--- config.mk ---
export PLATFORM = sky130hd
export DESIGN_NAME = sclk_accum_gen
export DESIGN_NICKNAME = d
export VERILOG_FILES = /design/src/rtl/sclk_gen_pkg.sv /design/src/rtl/sclk_accum_step.sv /design/src/rtl/sclk_edge_shaper.sv /design/src/rtl/sclk_accum_gen.sv
export SDC_FILE = /design/constraint.sdc
export NUM_CORES = 1
export LEC_CHECK = 0
export ABC_AREA = 1
export BUFFER_PORTS_ARGS = -buffer_cell sky130_fd_sc_hd__buf_2
export CORE_MARGIN = 2
export CORE_UTILIZATION = 35
export CTS_CLUSTER_DIAMETER = 150
export DETAILED_ROUTE_END_ITERATION = 12
export HOLD_SLACK_MARGIN = 0.05
export PLACE_DENSITY = 0.66
export SYNTH_ARGS = -nofsm -noshare
export SYNTH_HDL_FRONTEND = slang
export SYNTH_SLANG_ARGS = --single-unit
--- constraint.sdc ---
create_clock -name clk -period 2.4 [get_ports clk]
set_clock_uncertainty 0.15 [all_clocks]
set_input_delay 0.36 -clock clk [delete_from_list [all_inputs] [get_ports clk]]
set_output_delay 0.36 -clock clk [all_outputs]
set_load 0.01 [all_outputs]
--- src/rtl/sclk_gen_pkg.sv ---
package sclk_gen_pkg;
    parameter int unsigned ACC_W = 11;

    typedef struct packed {
        logic [ACC_W-1:0] acc;
        logic             phase;
        logic             latch;
        logic             launch;
    } sclk_state_t;
endpackage

--- src/rtl/sclk_accum_step.sv ---
module sclk_accum_step #(
    parameter int unsigned FREQ_W = 16,
    parameter int unsigned ACC_W  = 11
) (
    input  logic [ACC_W-1:0]  acc_q,
    input  logic [FREQ_W-1:0] step,
    input  logic              dbl_rate,
    input  logic              wrap_clear,
    output logic [ACC_W-1:0]  acc_d,
    output logic              tick
);
    localparam int unsigned SUM_W = ((FREQ_W > ACC_W) ? FREQ_W : ACC_W) + 1;
    localparam logic [SUM_W-1:0] THR_FULL = SUM_W'(1) << ACC_W;
    localparam logic [SUM_W-1:0] THR_HALF = SUM_W'(1) << (ACC_W - 1);

    logic [SUM_W-1:0] sum;
    logic [ACC_W-1:0] rem;

    always_comb begin
        sum = SUM_W'(acc_q) + SUM_W'(step);
        if (dbl_rate) begin
            tick = (sum >= THR_HALF);
            rem  = {1'b0, sum[ACC_W-2:0]};
        end else begin
            tick = (sum >= THR_FULL);
            rem  = sum[ACC_W-1:0];
        end
        acc_d = (tick && wrap_clear) ? '0 : rem;
    end
endmodule

--- src/rtl/sclk_edge_shaper.sv ---
module sclk_edge_shaper (
    input  logic run,
    input  logic tick,
    input  logic phase_q,
    output logic phase_d,
    output logic latch_d,
    output logic launch_d
);
    always_comb begin
        phase_d  = 1'b0;
        latch_d  = 1'b0;
        launch_d = 1'b0;
        if (run) begin
            phase_d = phase_q ^ tick;
            latch_d = tick & ~phase_q;
            launch_d = tick & phase_q;
        end
    end
endmodule

--- src/rtl/sclk_accum_gen.sv ---
module sclk_accum_gen
    import sclk_gen_pkg::*;
#(
    parameter int unsigned FREQ_W = 16
) (
    input  logic              clk,
    input  logic              rst_n,
    input  logic [FREQ_W-1:0] freq_step,
    input  logic              wrap_clear,
    input  logic              dbl_rate,
    input  logic              cpol,
    input  logic              run,
    output logic              sclk,
    output logic              latch_stb,
    output logic              launch_stb
);
    sclk_state_t st_q, st_d;

    logic [ACC_W-1:0] acc_step_d;
    logic             tick;
    logic             phase_d, latch_d, launch_d;

    sclk_accum_step #(.FREQ_W(FREQ_W), .ACC_W(ACC_W)) u_step (
        .acc_q      (st_q.acc),
        .step       (freq_step),
        .dbl_rate   (dbl_rate),
        .wrap_clear (wrap_clear),
        .acc_d      (acc_step_d),
        .tick       (tick)
    );

    sclk_edge_shaper u_shape (
        .run      (run),
        .tick     (tick),
        .phase_q  (st_q.phase),
        .phase_d  (phase_d),
        .latch_d  (latch_d),
        .launch_d (launch_d)
    );

    always_comb begin
        st_d        = st_q;
        st_d.acc    = run ? acc_step_d : '0;
        st_d.phase  = phase_d;
        st_d.latch  = latch_d;
        st_d.launch = launch_d;
    end

    always_ff @(posedge clk or negedge rst_n) begin
        if (!rst_n) st_q <= '0;
        else        st_q <= st_d;
    end

    assign sclk       = cpol ^ st_q.phase;
    assign latch_stb  = st_q.latch;
    assign launch_stb = st_q.launch;
endmodule

==> results of run 1 <==
==> stage by stage <==
stage	util, %	TNS [ns]
after detailed placement	41.8	-0.0542
after global placement	41.8	0
after CTS	43.4	0
after floorplan	-	0
final	44.5	0
after global routing	44.5	0
==> repair_timing <==
item,4_1_cts,5_1_grt
gates resized for setup,0,13
buffers inserted,0,0
hold endpoints to repair,14,0
hold buffers,1,0
setup endpoints to repair,0,13
==> layer usage <==
metal	GRT usage [%]	wire, um	up-vias
li1	-	-	738
met1	22.8	1570	645
met2	28.2	1750	32
met3	1.67	148	6
met4	5.10	30	0
met5	0	0	-
==> cell usage in the layout, fill, tap and decap left out, types with 3 or more instances in the layout <==
master | Yosys | routed
a21oi_1 | 8 | 7
a21oi_2 | 10 | 11
buf_2 | 0 | 24
buf_4 | 0 | 9
clkbuf_8 | 0 | 4
dfrtp_1 | 14 | 14
ha_1 | 13 | 10
ha_2 | 0 | 3
inv_1 | 33 | 33
nand2_1 | 73 | 69
nand2_2 | 4 | 8
nand3_1 | 14 | 11
nand3_2 | 2 | 5
nand4_1 | 3 | 3
nor2_1 | 14 | 14
nor2_2 | 5 | 4
xor2_1 | 6 | 6
==> logic make-up (layout without fill, tap and decap cells) <==
group | count (synthesis) | count (layout) | share of synthesized area [%]
buffers and inverters | 38 | 73 | 10.6
adders and majority gates | 14 | 14 | 12.9
AOI/OAI and AO/OA | 21 | 21 | 10.2
xor gates and xnor gates | 8 | 8 | 4.95
and+or+nand+nor | 119 | 119 | 36.6
DFF | 14 | 14 | 24.8
==> how the worst min path moves through the flow <==
stage,start,end,slack (ns),cells past startpoint
finish,dbl_rate,st_q[13]$_DFF_PN0_,0.24,4
global placement,rst_n,launch_stb$_DFF_PN0_,0.13,1
CTS,dbl_rate,st_q[13]$_DFF_PN0_,0.24,4
global route,dbl_rate,st_q[13]$_DFF_PN0_,0.25,4
detailed placement,rst_n,launch_stb$_DFF_PN0_,0.13,1
floorplan,rst_n,latch_stb$_DFF_PN0_,-0.09,0
==> worst max-delay path, delay by kind of cell (launching register included) <==
kind,cells,cell delay (ns)
buffers and inverters,1,0.06
flip-flops,1,0.37
adder cells (fa/ha/maj),3,0.90
AND/OR/NAND/NOR,8,0.70
==> flip-flops by register name (all words and copies together) (netlist names) <==
| register | count |
|---|---|
| st_q | 12 |
| latch_stb | 1 |
| launch_stb | 1 |
==> area by class of cell <==
cell class                      instances  area, um^2  share of cell area, %
Inverter                               35         131                   7.48
Tap cell                               50        62.6                   3.56
Timing Repair Buffer                   34         198                   11.3
Sequential cell                        14         350                   20.0
Clock buffer                            4        55.1                   3.14
Multi-Input combinational cell        162         958                   54.6
==> report_power, final <==
group	switching (uW)	internal [uW]	leakage (uW)
Combinational	184	124	0.000800
Sequential	8.21	255	0.000186
Clock	91.8	145	0.0000288
Total	284	524	0.00102
==> impl_metrics.py, run 1 <==
metrics = {
    "synthesis": {
        "netlist.area_leader.share_pct": 24.8,
        "synthesis.area_mm2": 0.00142,
        "syn_avg_cell_area_um2": 6.61,
        "synth-edff-count": 0,
        "synth_most_common_cell": "nand2_1",
        "syn_inst": 214,
        "synth_fp_nets": 250,
        "yosysUniqueCellTypes": 23,
        "ys_seq_elements": 14,
        "ys_top_cells_by_area": "dfrtp_1, nand2_1, ha_1, inv_1, a21oi_2",
        "ys.warnings.count": 0,
        "yosys.area.top_type": "dfrtp_1",
        "synth-async-reset-ratio_pct": 100,
        "synthTopCellsByCount": "nand2_1, inv_1, dfrtp_1, nand3_1, nor2_1",
        "ys_seq_area_share_pct": 24.8,
        "synth_flop_cell": "dfrtp_1",
    },
    "cells_and_area": {
        "nNetsFinal": 286,
        "syn_to_final_growth_pct": 24.0,
        "diodes": 0,
        "fillCellCount": 402,
        "design_area_mm2": 0.00176,
        "drive_gt1_share_pct": 28.9,
        "stdcell_count": 299,
    },
    "clocking": {
        "clockBufferDepth": 2,
        "clk_latency_ns": 0.25,
        "htree_levels": 1,
        "path_clk_slew_ns": 0.07,
        "clock-sinks": 14,
        "cts_buffers": 3,
        "root_buffer": "clkbuf_8",
        "cts_tree": "built",
    },
    "job": {
        "max_cap_viol_count": 0,
    },
    "die": {
        "start_util_pct": 35.9,
        "die_height_um": 67.6,
        "die_area_mm2": 0.00457,
        "ios": 25,
        "fp.dieW_um": 67.6,
        "rows": 23,
        "coreArea_mm2": 0.00394,
    },
    "placement": {
        "dpl.cell_count": 294,
        "hpwl_um": 2870,
        "dp_slack_ns": -0.0437,
        "placed_area_mm2": 0.00165,
        "io_buffers": 24,
        "gp_congestion": 0.880,
    },
    "routing": {
        "drt_iter0_markers": 97,
        "post_drt_via_cell_ratio": 4.75,
        "ant_nets": 0,
        "vias": 1421,
        "first_pass_iters": 4,
        "postRouteWirelength_um": 3500,
        "avgRoutedWirePerCell_um": 11.7,
        "drc": 0,
    },
    "critical_path": {
        "cp.arrival_ns": 2.29,
        "startpoint": "st_q[3]$_DFF_PN0_",
        "crit_type": "reg2reg",
        "critPathMaxFanout": 5,
        "critPathMaxStageDelay_ns": 0.43,
        "crit_path_end": "st_q[2]$_DFF_PN0_",
        "worst_r2r_path_depth": 12,
        "r2r_slack_ns": 0.14,
        "cp_common_cell": "nand3_2",
        "cp.required_ns": 2.43,
        "startpoint_type": "flip-flop",
        "reg2reg_to": "st_q[2]$_DFF_PN0_",
        "cp_slowest_cell": "fa_2",
        "end_kind": "flip-flop",
        "crit_chain": "ha_2 -> fa_2 -> nand3_1 -> nand3_2 -> nand3_2 -> nand4_1 -> nand2_1 -> nand2_1 -> inv_1 -> nand3_2 -> ha_1 -> nor2_1",
        "timing.rr.start": "st_q[3]$_DFF_PN0_",
    },
    "global_routing": {
        "grt_pass1_wl_um": 5810,
        "antenna_found_initial": 0,
        "grt_max_degree": 15,
        "grt-ovfl-total": 0,
        "grt_pass1_vias": 1336,
        "track_usage_pct": 16.9,
    },
    "power_and_ir_drop": {
        "ir_drop_mv": 0.276,
        "p_total_uw": 808,
        "p_leak_uw": 0.00102,
        "power_density_mw_per_mm2": 460,
    },
    "sta": {
        "layout_setup_ws_ns": 0.141,
        "worst_slew_pin_slew_ns": 0.340,
        "holdWs_ns": 0.239,
        "max_freq_mhz": 443,
        "min_period_ns": 2.26,
        "finalSetupViolations": 0,
        "rsz0062_at_grt": "false",
        "maxSlewViolCount": 0,
        "hold_viol": 0,
        "slew_headroom_pct": 77.3,
        "finalCritPeriodShare_pct": 94.1,
    },
    "hold_path": {
        "hold_class": "in2reg",
    },
    "status": {
        "status": "finished, final reports clean",
    },
}
Note: power is estimated with default switching activity, not from simulation.
==> run 2, diff against run 1 <==
--- a/config.mk
+++ b/config.mk
@@ -8,11 +8,11 @@
 export ABC_AREA = 1
 export BUFFER_PORTS_ARGS = -buffer_cell sky130_fd_sc_hd__buf_2
 export CORE_MARGIN = 2
-export CORE_UTILIZATION = 35
+export CORE_UTILIZATION = 41
 export CTS_CLUSTER_DIAMETER = 150
 export DETAILED_ROUTE_END_ITERATION = 12
 export HOLD_SLACK_MARGIN = 0.05
-export PLACE_DENSITY = 0.66
+export PLACE_DENSITY = 0.74
 export SYNTH_ARGS = -nofsm -noshare
 export SYNTH_HDL_FRONTEND = slang
 export SYNTH_SLANG_ARGS = --single-unit
==> run 2 against run 1 <==
  * Utilization rose by 7.0 points
  * Register-to-register slack barely moved
  * Hold slack got worse by 0.061 ns
  * First-iteration DRC count is 46% lower
  * Largest cell class unchanged
==> impl_metrics.py, run 2 (synthesis results as in run 1) <==
metrics = {
    "status": {
        "status": "finished, final reports clean",
    },
    "sta": {
        "holdWs_ns": 0.178,
        "max_freq_mhz": 440,
        "min_period_ns": 2.27,
        "maxSlewViolCount": 0,
        "tns_ns": 0,
        "rsz0062_at_grt": "true",
        "finalSetupViolations": 0,
        "worst_slew_pin_slew_ns": 0.352,
        "finalCritPeriodShare_pct": 94.7,
        "slew_headroom_pct": 76.5,
        "hold_viol": 0,
    },
    "die": {
        "die_area_mm2": 0.00394,
        "coreArea_mm2": 0.00334,
        "ios": 25,
        "fp.dieW_um": 62.8,
        "start_util_pct": 42.4,
        "rows": 21,
        "die_height_um": 62.8,
    },
    "clocking": {
        "clockBufferDepth": 2,
        "clock-sinks": 14,
        "cts_buffers": 3,
        "clk_latency_ns": 0.29,
        "cts_tree": "built",
        "root_buffer": "clkbuf_4",
        "path_clk_slew_ns": 0.10,
        "htree_levels": 1,
    },
    "critical_path": {
        "critPathMaxStageDelay_ns": 0.39,
        "end_kind": "flip-flop",
        "critPathMaxFanout": 4,
        "r2r_slack_ns": 0.13,
        "cp_slowest_cell": "dfrtp_1",
        "critPathTopFamily": "simple AND/OR/NAND/NOR gates",
        "crit_chain": "ha_1 -> nand2_1 -> nand2_1 -> nand2_1 -> nand2_1 -> a21oi_1 -> nand2_1 -> nand2_1 -> nand2_1 -> nor2_2 -> nand3_2 -> ha_1 -> nor2_1",
        "startpoint_type": "flip-flop",
        "cp.arrival_ns": 2.35,
        "crit_type": "reg2reg",
        "cp.required_ns": 2.47,
        "cp_common_cell": "nand2_1",
        "path_buf_inv": 0,
    },
    "placement": {
        "dpl.cell_count": 287,
        "io_buffers": 24,
        "hpwl_um": 2860,
        "gp_congestion": 0.904,
    },
    "routing": {
        "drc": 0,
        "drt_iter0_markers": 52,
        "first_pass_iters": 4,
        "post_drt_via_cell_ratio": 4.79,
        "ant_nets": 0,
        "postRouteWirelength_um": 3510,
        "vias": 1403,
        "avgRoutedWirePerCell_um": 12.0,
    },
    "global_routing": {
        "grt_pass1_wl_um": 6040,
        "grt_max_degree": 15,
        "grt_pass1_vias": 1389,
        "grt-ovfl-total": 0,
        "antenna_found_initial": 0,
        "track_usage_pct": 19.0,
    },
    "cells_and_area": {
        "top_register": "st_q",
        "largest_register_ffs": 12,
        "drive_gt1_share_pct": 27.9,
        "final_common_cell": "nand2_1",
        "nNetsFinal": 284,
        "fillCellCount": 358,
        "diodes": 0,
        "syn_to_final_growth_pct": 21.5,
        "layout_common_cells": "nand2_1, inv_1, buf_2",
        "stdcell_count": 293,
        "finish.utilization_pct": 51.5,
    },
    "hold_path": {
        "hold_class": "in2reg",
    },
    "job": {
        "max_cap_viol_count": 0,
    },
    "power_and_ir_drop": {
        "p_total_uw": 749,
        "ir_drop_mv": 0.303,
        "power_density_mw_per_mm2": 436,
        "p_leak_uw": 0.000992,
    },
}
[run 2: cell types whose count changed in the layout (fill, tap and decap cells not counted), sizes merged]
cell / delta
buf: -2
[run 2: through the flow]
step | area [um^2] | setup slack (ns)
floorplan | 1420 | 0.0803
global placement | 1620 | 0.00439
detailed placement | 1620 | -0.0689
CTS | 1670 | 0.0215
global route | 1720 | -0.0176
finish | 1720 | 0.128
[run 2: final timing paths]
kind / from / endpoint / cells after the start
min in group asynchronous: rst_n / st_q[4]$_DFF_PN0_ / 2
min: dbl_rate / st_q[13]$_DFF_PN0_ / 4
min reg2reg: st_q[2]$_DFF_PN0_ / st_q[2]$_DFF_PN0_ / 3
max in group asynchronous: rst_n / st_q[10]$_DFF_PN0_ / 2
max: st_q[9]$_DFF_PN0_ / st_q[2]$_DFF_PN0_ / 13
max reg2reg: st_q[9]$_DFF_PN0_ / st_q[2]$_DFF_PN0_ / 13
[run 2: worst register-to-register path: cells and delay by family, from the launching register on]
family	cells	cell delay [ns]
flops	1	0.39
fa+ha+maj	2	0.62
simple gates	10	0.88
compound gates	1	0.17
[run 2: layout make-up]
class	count	area (um^2)	area share (%)
Sequential cell	14	350	20.4
Timing Repair Buffer	32	183	10.6
Multi-Input combinational cell	162	961	55.9
Inverter	35	131	7.64
Clock buffer	4	36.3	2.11
Tap cell	46	57.6	3.35
[run 2: report_power, final]
part           switching (uW)  internal, uW
clock                    90.7          92.4
sequential               8.42           254
combinational             182           122
total                     281           468
[run 2: what timing repair did]
item / 4_1_cts / 5_1_grt
setup buffers: 0 / 1
hold endpoints to repair: 14 / 0
setup endpoints to repair: 0 / 14
hold buffers: 1 / 0
resized for setup: 0 / 11
[run 2: metal layers]
metal  vias to the layer above  global-route usage [%]  wire, um
li1                        734                       -         -
met1                       635                    25.7      1670
met2                        28                    32.4      1660
met3                         6                    2.16       143
met4                         0                    4.72        32
met5                         -                       0         0
